[config.mk]
export PLATFORM = sky130hd
export DESIGN_NAME = flag_lock_unit
export DESIGN_NICKNAME = d
export VERILOG_FILES = /design/src/rtl/flag_lock_pkg.sv /design/src/rtl/flag_lock_port_dec.sv /design/src/rtl/flag_lock_cell.sv /design/src/rtl/flag_lock_unit.sv
export SDC_FILE = /design/constraint.sdc
export NUM_CORES = 1
export LEC_CHECK = 0
export ABC_AREA = 1
export BUFFER_PORTS_ARGS = -buffer_cell sky130_fd_sc_hd__buf_2
export CAP_MARGIN = 0
export CORE_MARGIN = 1.5
export CORE_UTILIZATION = 51
export CTS_CLUSTER_SIZE = 12
export DETAILED_ROUTE_END_ITERATION = 8
export GPL_ROUTABILITY_DRIVEN = 0
export PLACE_DENSITY = 0.77
export SLEW_MARGIN = 20
export SYNTH_ARGS = -nofsm -noshare
export SYNTH_HDL_FRONTEND = slang
export SYNTH_HIERARCHICAL = 1
export SYNTH_SLANG_ARGS = --single-unit
[constraint.sdc]
create_clock -name clk -period 1.55 [get_ports clk]
set_input_delay 0.31 -clock clk [delete_from_list [all_inputs] [get_ports clk]]
set_output_delay 0.31 -clock clk [all_outputs]
set_load 0.01 [all_outputs]
[src/rtl/flag_lock_pkg.sv]
package flag_lock_pkg;
  typedef enum logic [1:0] {
    FL_FREE   = 2'd0,
    FL_HELD_A = 2'd1,
    FL_HELD_B = 2'd2
  } holder_t;
endpackage

[src/rtl/flag_lock_port_dec.sv]
module flag_lock_port_dec #(
  parameter int N_FLAGS = 8,
  localparam int IDX_W = $clog2(N_FLAGS)
) (
  input  logic               sel,
  input  logic               wr,
  input  logic               wbit,
  input  logic [IDX_W-1:0]   idx,
  output logic [N_FLAGS-1:0] req,
  output logic [N_FLAGS-1:0] rel
);
  logic wr_en;
  assign wr_en = sel & wr;

  for (genvar g = 0; g < N_FLAGS; g++) begin : g_dec
    assign req[g] = wr_en & ~wbit & (idx == IDX_W'(g));
    assign rel[g] = wr_en &  wbit & (idx == IDX_W'(g));
  end

  // a write touches at most one flag and is either a request or a release
  always_comb begin
    p_single_target_r3: assert ($onehot0(req | rel));
  end
endmodule

[src/rtl/flag_lock_cell.sv]
module flag_lock_cell
  import flag_lock_pkg::*;
(
  input  logic clk,
  input  logic rst_n,
  input  logic req_a,
  input  logic rel_a,
  input  logic req_b,
  input  logic rel_b,
  output logic held_a,
  output logic held_b
);
  holder_t holder_q, holder_d;
  logic    pend_a_q, pend_a_d;
  logic    pend_b_q, pend_b_d;
  logic    want_a, want_b;

  // a side still wants the flag if it asks now or waited and did not cancel
  assign want_a = req_a | (pend_a_q & ~rel_a);
  assign want_b = req_b | (pend_b_q & ~rel_b);

  always_comb begin
    holder_d = holder_q;
    pend_a_d = 1'b0;
    pend_b_d = 1'b0;
    unique case (holder_q)
      FL_FREE: begin
        if (req_a) begin
          holder_d = FL_HELD_A;
          pend_b_d = req_b;
        end else if (req_b) begin
          holder_d = FL_HELD_B;
        end
      end
      FL_HELD_A: begin
        if (rel_a) holder_d = want_b ? FL_HELD_B : FL_FREE;
        else       pend_b_d = want_b;
      end
      FL_HELD_B: begin
        if (rel_b) holder_d = want_a ? FL_HELD_A : FL_FREE;
        else       pend_a_d = want_a;
      end
      default: holder_d = FL_FREE;
    endcase
  end

  always_ff @(posedge clk) begin
    if (!rst_n) begin
      holder_q <= FL_FREE;
      pend_a_q <= 1'b0;
      pend_b_q <= 1'b0;
    end else begin
      holder_q <= holder_d;
      pend_a_q <= pend_a_d;
      pend_b_q <= pend_b_d;
    end
  end

  assign held_a = (holder_q == FL_HELD_A);
  assign held_b = (holder_q == FL_HELD_B);

  p_grant_free_r4: assert property (@(posedge clk) disable iff (!rst_n)
    holder_q == FL_FREE && req_a |=> holder_q == FL_HELD_A);
  p_tie_left_r9: assert property (@(posedge clk) disable iff (!rst_n)
    holder_q == FL_FREE && req_a && req_b |=> holder_q == FL_HELD_A && pend_b_q);
  p_keep_holder_r5: assert property (@(posedge clk) disable iff (!rst_n)
    holder_q == FL_HELD_A && !rel_a |=> holder_q == FL_HELD_A);
  p_handoff_r6: assert property (@(posedge clk) disable iff (!rst_n)
    holder_q == FL_HELD_A && rel_a && pend_b_q && !rel_b |=> holder_q == FL_HELD_B);
  p_release_free_r7: assert property (@(posedge clk) disable iff (!rst_n)
    holder_q == FL_HELD_B && rel_b && !pend_a_q && !req_a |=> holder_q == FL_FREE);
  p_cancel_r8: assert property (@(posedge clk) disable iff (!rst_n)
    pend_b_q && rel_b |=> !pend_b_q);
  p_same_cycle_r12: assert property (@(posedge clk) disable iff (!rst_n)
    holder_q == FL_HELD_B && rel_b && req_a |=> holder_q == FL_HELD_A);
  p_pend_nonholder_r11: assert property (@(posedge clk) disable iff (!rst_n)
    !(held_a && pend_a_q) && !(held_b && pend_b_q));
endmodule

[src/rtl/flag_lock_unit.sv]
module flag_lock_unit #(
  parameter int N_FLAGS = 8,
  parameter int DATA_W  = 16,
  localparam int IDX_W  = $clog2(N_FLAGS)
) (
  input  logic              clk,
  input  logic              rst_n,
  input  logic              a_sel,
  input  logic [IDX_W-1:0]  a_idx,
  input  logic              a_wr,
  input  logic              a_wbit,
  output logic [DATA_W-1:0] a_rdata,
  input  logic              b_sel,
  input  logic [IDX_W-1:0]  b_idx,
  input  logic              b_wr,
  input  logic              b_wbit,
  output logic [DATA_W-1:0] b_rdata
);
  logic [N_FLAGS-1:0] req_a, rel_a, req_b, rel_b;
  logic [N_FLAGS-1:0] held_a, held_b;

  flag_lock_port_dec #(.N_FLAGS(N_FLAGS)) dec_a_i (
    .sel(a_sel), .wr(a_wr), .wbit(a_wbit), .idx(a_idx), .req(req_a), .rel(rel_a));
  flag_lock_port_dec #(.N_FLAGS(N_FLAGS)) dec_b_i (
    .sel(b_sel), .wr(b_wr), .wbit(b_wbit), .idx(b_idx), .req(req_b), .rel(rel_b));

  for (genvar g = 0; g < N_FLAGS; g++) begin : g_flag
    flag_lock_cell cell_i (
      .clk(clk), .rst_n(rst_n),
      .req_a(req_a[g]), .rel_a(rel_a[g]),
      .req_b(req_b[g]), .rel_b(rel_b[g]),
      .held_a(held_a[g]), .held_b(held_b[g]));
  end

  // view bit is 0 for the holder, replicated across the word
  assign a_rdata = a_sel ? {DATA_W{~held_a[a_idx]}} : {DATA_W{1'b1}};
  assign b_rdata = b_sel ? {DATA_W{~held_b[b_idx]}} : {DATA_W{1'b1}};

  p_views_exclusive_r4: assert property (@(posedge clk) disable iff (!rst_n)
    a_sel && b_sel && a_idx == b_idx |-> !(a_rdata[0] == 1'b0 && b_rdata[0] == 1'b0));
  p_word_uniform_r2: assert property (@(posedge clk) disable iff (!rst_n)
    (a_rdata == '0 || a_rdata == '1) && (b_rdata == '0 || b_rdata == '1));
endmodule

; Word level (Yosys, flattened, before mapping)
; Cells that the tools add are included.
[totals]
reg_bits = 32
latch_bits = 0
ram_bits = 0
romBits = 0
in_bits = 14
out_inout_bits = 32
word_cells = 291
memories = 0
[classes]
addsub = 0
mul = 0
n_div = 0
magnitude_cmp = 2
eq_ne = 54
n_shift = 0
n_mux = 86
bitwise = 99
reduce_logical = 26
[ops]
columns = cell, count
row1 = $mux 2, 40
row2 = $and 1x1->1, 54
row3 = $pmux 2 s3, 8
row4 = $mux 16, 2
row5 = $ne 2x1->1 const B, 16
row6 = $not 1->1, 29
row7 = $mux 1, 26
row8 = $eq 3x3->1 const B, 8
row9 = $ne 3x1->1 const B, 8
row10 = $reduce_and 3->1, 8
row11 = $reduce_or 3->1, 8
row12 = $eq 2x1->1 const B, 8
row13 = $eq 2x2->1 const B, 8
row14 = $logic_not 2->1, 8
row15 = $or 1x1->1, 16
row16 = $pmux 1 s2, 8
row17 = $eq 3x2->1 const B, 4
row18 = $lt 3x4->1 const B, 2
row19 = $bmux 1 s3, 2
row20 = $eq 3x1->1 const B, 2
row21 = $logic_not 3->1, 2

; Longest topological paths before layout
[depth]
word_depth = 9
depth_mapped = 9
mapped_depth_nobuf = 9

; By module
; Netlist, hierarchy kept.
[by_module_without_submodules]
columns = module, n_inst, cells_per_inst, area_per_inst_um2, seq_area_each_um2
row1 = flag_lock_cell, 8, 38, 237.7, 80.1
row2 = flag_lock_unit, 1, 78, 430.4, 0.0
row3 = flag_lock_port_dec, 2, 31, 136.4, 0.0

; Least setup slack after synthesis
; Ideal clock, no wire load.
[synth_timing]
path_type = flip-flop to output port
startpoint = register g_flag[0].cell_i.holder_q[1]
endpoint = output a_rdata[10]
arrival_time_ns = 1.395
required_ns = 1.240
slack_ns = -0.155
path_stages_with_launch = 10
cell_sequence = dfxtp_1 > inv_1 > nand2_1 > inv_1 > nor2_1 > nor2_1 > nand2_1 > nand3b_1 > nand3_1 > buf_4
[synth_between]
elab_chain_cells = 5
[synth_lines]
columns = item, line
row1 = "start, declared", flag_lock_cell.sv:13  ; holder_t holder_q, holder_d;
row2 = "start signal, assigned", flag_lock_cell.sv:53  ; holder_q <= holder_d;
row3 = $eq 2x1->1, flag_lock_cell.sv:59  ; assign held_a = (holder_q == FL_HELD_A);
row4 = named net held_a[0], flag_lock_unit.sv:20  ; logic [N_FLAGS-1:0] held_a, held_b;
row5 = $bmux 1 s3, flag_lock_unit.sv:36  ; assign a_rdata = a_sel ? {DATA_W{~held_a[a_idx]}} : {DATA_W{1'b1}};
row6 = $mux 1 (implied by the code), flag_lock_unit.sv:36
row7 = $not 1->1, flag_lock_unit.sv:36
row8 = $mux 16, flag_lock_unit.sv:36
row9 = "end, declared", flag_lock_unit.sv:12  ; output logic [DATA_W-1:0] a_rdata,
; The timed path passes the listed nets, and every way through them passes these cells. The select of a mux whose other input is x is not followed.

; Final worst setup path
[layout_timing]
startpoint = register g_flag[0].cell_i.holder_q[1]
endpoint = output b_rdata[8]
[layout_between]
elab_chain_cells = 5
[layout_lines]
columns = item, line
row1 = $eq 2x2->1, flag_lock_cell.sv:60  ; assign held_b = (holder_q == FL_HELD_B);
row2 = named net held_b[0], flag_lock_unit.sv:20
row3 = $bmux 1 s3, flag_lock_unit.sv:37  ; assign b_rdata = b_sel ? {DATA_W{~held_b[b_idx]}} : {DATA_W{1'b1}};
row4 = $mux 1 (implied by the code), flag_lock_unit.sv:37
row5 = $not 1->1, flag_lock_unit.sv:37
row6 = $mux 16, flag_lock_unit.sv:37
row7 = "end, declared", flag_lock_unit.sv:17  ; output logic [DATA_W-1:0] b_rdata
; The timed path passes the listed nets, and every way through them passes these cells. The select of a mux whose other input is x is not followed.

==> impl_results.md <==
* Power Dens Cells at 1625 nW/um2
* Crit path kind: reg -> out
* Post-synth EDFFs at 0
* Hold Crit Class: in -> reg
* Tightest Pin Transition at 480.5 ps
* Final worst setup slack at -319.7 ps
* CP Launch Type: flip-flop
* Worst hold endpoint: g_flag[0].cell_i/holder_q[1]
* Tot GR Track Use at 0.2388
* Crit Path Max Fanout at 8
* Area of the core at 4817 um2
* Worst EP required at 1240 ps
* Layout cells sized above 1 at 0.2505
* Highest clock rate at 534.8 MHz
* Post-synthesis cell area at 2605 um2
* Area leader, netlist: dfxtp_1
* Ports at 46
* Yosys warnings at 6
* Most frequent cell after synthesis: nor2_1
* Synth async-reset ratio at 0
* Worst reg2reg path endpoint: g_flag[4].cell_i/holder_q[1]
* Final hold violation count at 0
* DRT antenna net count at 0
* FF/Latch Area at 645.6 um2
* Length in cells of the worst reg-to-reg path at 7
* Synth area leaders: dfxtp_1 25%, nor2_1 17%, nand2_1 11%
* Gate count after technology mapping at 444
* Design Power at 0.004956 W
* Via count at 2792
* Rel. slew slack at 0.6797
* Die width at 74.47 um
* Cts-stage hold buffer count at 0
* Area grow syn2layout at 17.10%
* Worst hold slack at 473.7 ps
* Final nets at 505
* Register-to-Register Setup Slack at 450 ps
* Drt drc at 0
* Critical Path Max Stage Delay at 330 ps
* Initial core utilization at 0.5408
* Slew Viols, Final at 0
* Largest net degree at the start of global routing at 25
* Seq/Total Area, Yosys at 0.2459
* CTS tree: built
* Top FF cell, synth: dfxtp_1
* Post-Synthesis Net Count at 458
* Worst-path clk slew at 60 ps
* Clock Tree Buf Depth at 2
* Failing checks: negative setup slack
* Overall die height at 74.47 um
* # rows at 25
* RR Startpoint: g_flag[4].cell_i/holder_q[0]
* Clock latency on the worst-skew pair at 290 ps
* RSZ-0062 raised after global routing: true
* Synth Register Bits at 32
* Routed WL per cell at 11.09 um
* Vias per cell at 5.004
* Die area at 5546 um2
* Fill cells at 472
* CTS sink count at 32
* WP data arrival at 1560 ps
* Multi-input gate area at 1494 um2
* Min Clock Period, post-route at 1870 ps
* Max Cap Violations at 0
* Number of stages on the worst hold path at 3
* Port Buf Inserts at 45
* Pre-antenna DRT Iters at 6
* Post-Syn Area per Cell at 5.867 um2
* Layout Skew at 2.202 ps
* Vias in the first global route at 2458
* First-pass GRT wire length at 10250 um
* CP Cell Sequence: inv_2 -> nor2_2 -> nor2_1 -> nor2_1 -> nand2_1 -> nand3b_1 -> nand3_4 -> buf_2
* Initial DRC count at 155
* Antenna diodes at 0
* LEAKAGE at 1.450 nW
* Pre-CTS WS at -51.39 ps
* Max VDD drop at 0.7865 mV
* H-tree depth at 2
* Netlist cell types at 13
* HPWL after DPL at 4619 um
* Slowest cell on the critical path: dfxtp_2
* Initial antenna violation count at 0
* Status: finished with violations
* Final wirelength at 6191 um
* Top cell type's share of synthesized area at 0.2459
* Gr ovfl total at 0
* CTS Buf Count at 5
* CP most frequent cell: nor2_1
* Period Utilization, post-route at 1.206
* CP Capture Type: primary output
* Worst hold start: rst_n
* Root Buffer: clkbuf_8
* Synth cell count leaders: 118 x nor2_1, 76 x nand2_1, 72 x inv_1, 36 x nand3_1, 32 x dfxtp_1
* Final Setup Violations at 32
cell type report:
cell class	count	area share
flip-flops and latches	32	0.2116
inverters	80	0.09844
well taps	67	0.02748
clock buffers	7	0.03158
repair buffers	69	0.1411
multi-input cells	303	0.4897
where the power goes:
group	internal (W)	total, W	switching, W	leakage [nW]
registers	0.00105	0.00120	0.000151	0.262
clock network	0.000395	0.000705	0.000310	0.0503
logic	0.00125	0.00305	0.00180	1.14
total	0.00269	0.00496	0.00226	1.45
sequential cells by signal, summed over array words and instances, names as in the netlist:
signal,flops
g_flag.cell_i/pend_a_q,8
g_flag.cell_i/holder_q,16
g_flag.cell_i/pend_b_q,8
cells in the final DEF (no fill, tap or decap):
cell / count
dfxtp_2: 4
buf_6: 4
dfxtp_1: 28
nor2_1: 117
nand3b_1: 4
buf_4: 24
nand2_1: 76
nor2_2: 1
inv_2: 9
clkbuf_8: 7
a21oi_1: 16
inv_1: 71
buf_2: 41
nand3_1: 32
nand3_4: 3
nand3_2: 30
nor3_1: 8
o21a_1: 8
o21ai_0: 8
layer usage:
layer  GRT usage  share of wire
met4      0.1051          0.028
met5           0              0
met3     0.04878          0.068
met1      0.2806           0.44
met2      0.4187           0.47
worst max-delay path by stage:
stage                                 startpoint           to  cells past startpoint
detailed placement                      a_idx[0]  a_rdata[14]                      7
floorplan           g_flag[7].cell_i/holder_q[1]  a_rdata[10]                      9
CTS                 g_flag[0].cell_i/holder_q[1]   b_rdata[7]                      8
global placement                        b_idx[0]  b_rdata[14]                      7
global route        g_flag[0].cell_i/holder_q[1]   b_rdata[8]                      8
finish              g_flag[0].cell_i/holder_q[1]   b_rdata[8]                      8
through the flow:
stage / area, um2 / util / TNS, ps / std cells
after CTS: 3033 / 0.6296 / -8065 / 558
after floorplan: 2615 / - / 0 / 444
after global routing: 3050 / 0.6332 / -12270 / 558
after global placement: 2879 / 0.5977 / 0 / 550
after detailed placement: 2879 / 0.5977 / -983.9 / 550
final: 3050 / 0.6332 / -8297 / 558
critical path: cells and delay by family (launching register included):
kind	cells	cell delay (ps)
and+or+nand+nor	6	700
buffers and inverters	2	240
DFF	1	330
cells by family after synthesis:
group,Yosys count,share of synthesized area
buffers and inverters,110,0.2017
and+or+nand+nor,270,0.4832
AOI/OAI and AO/OA,32,0.06917
DFF,32,0.2459
timing repair:
action / in CTS / in global routing
cloned: 1 / 0
pin swaps: 6 / 1
setup endpoints to repair: 32 / 32
buffers inserted: 0 / 0
gates resized for setup: 11 / 4
Note: power is estimated with default switching activity, not from simulation.
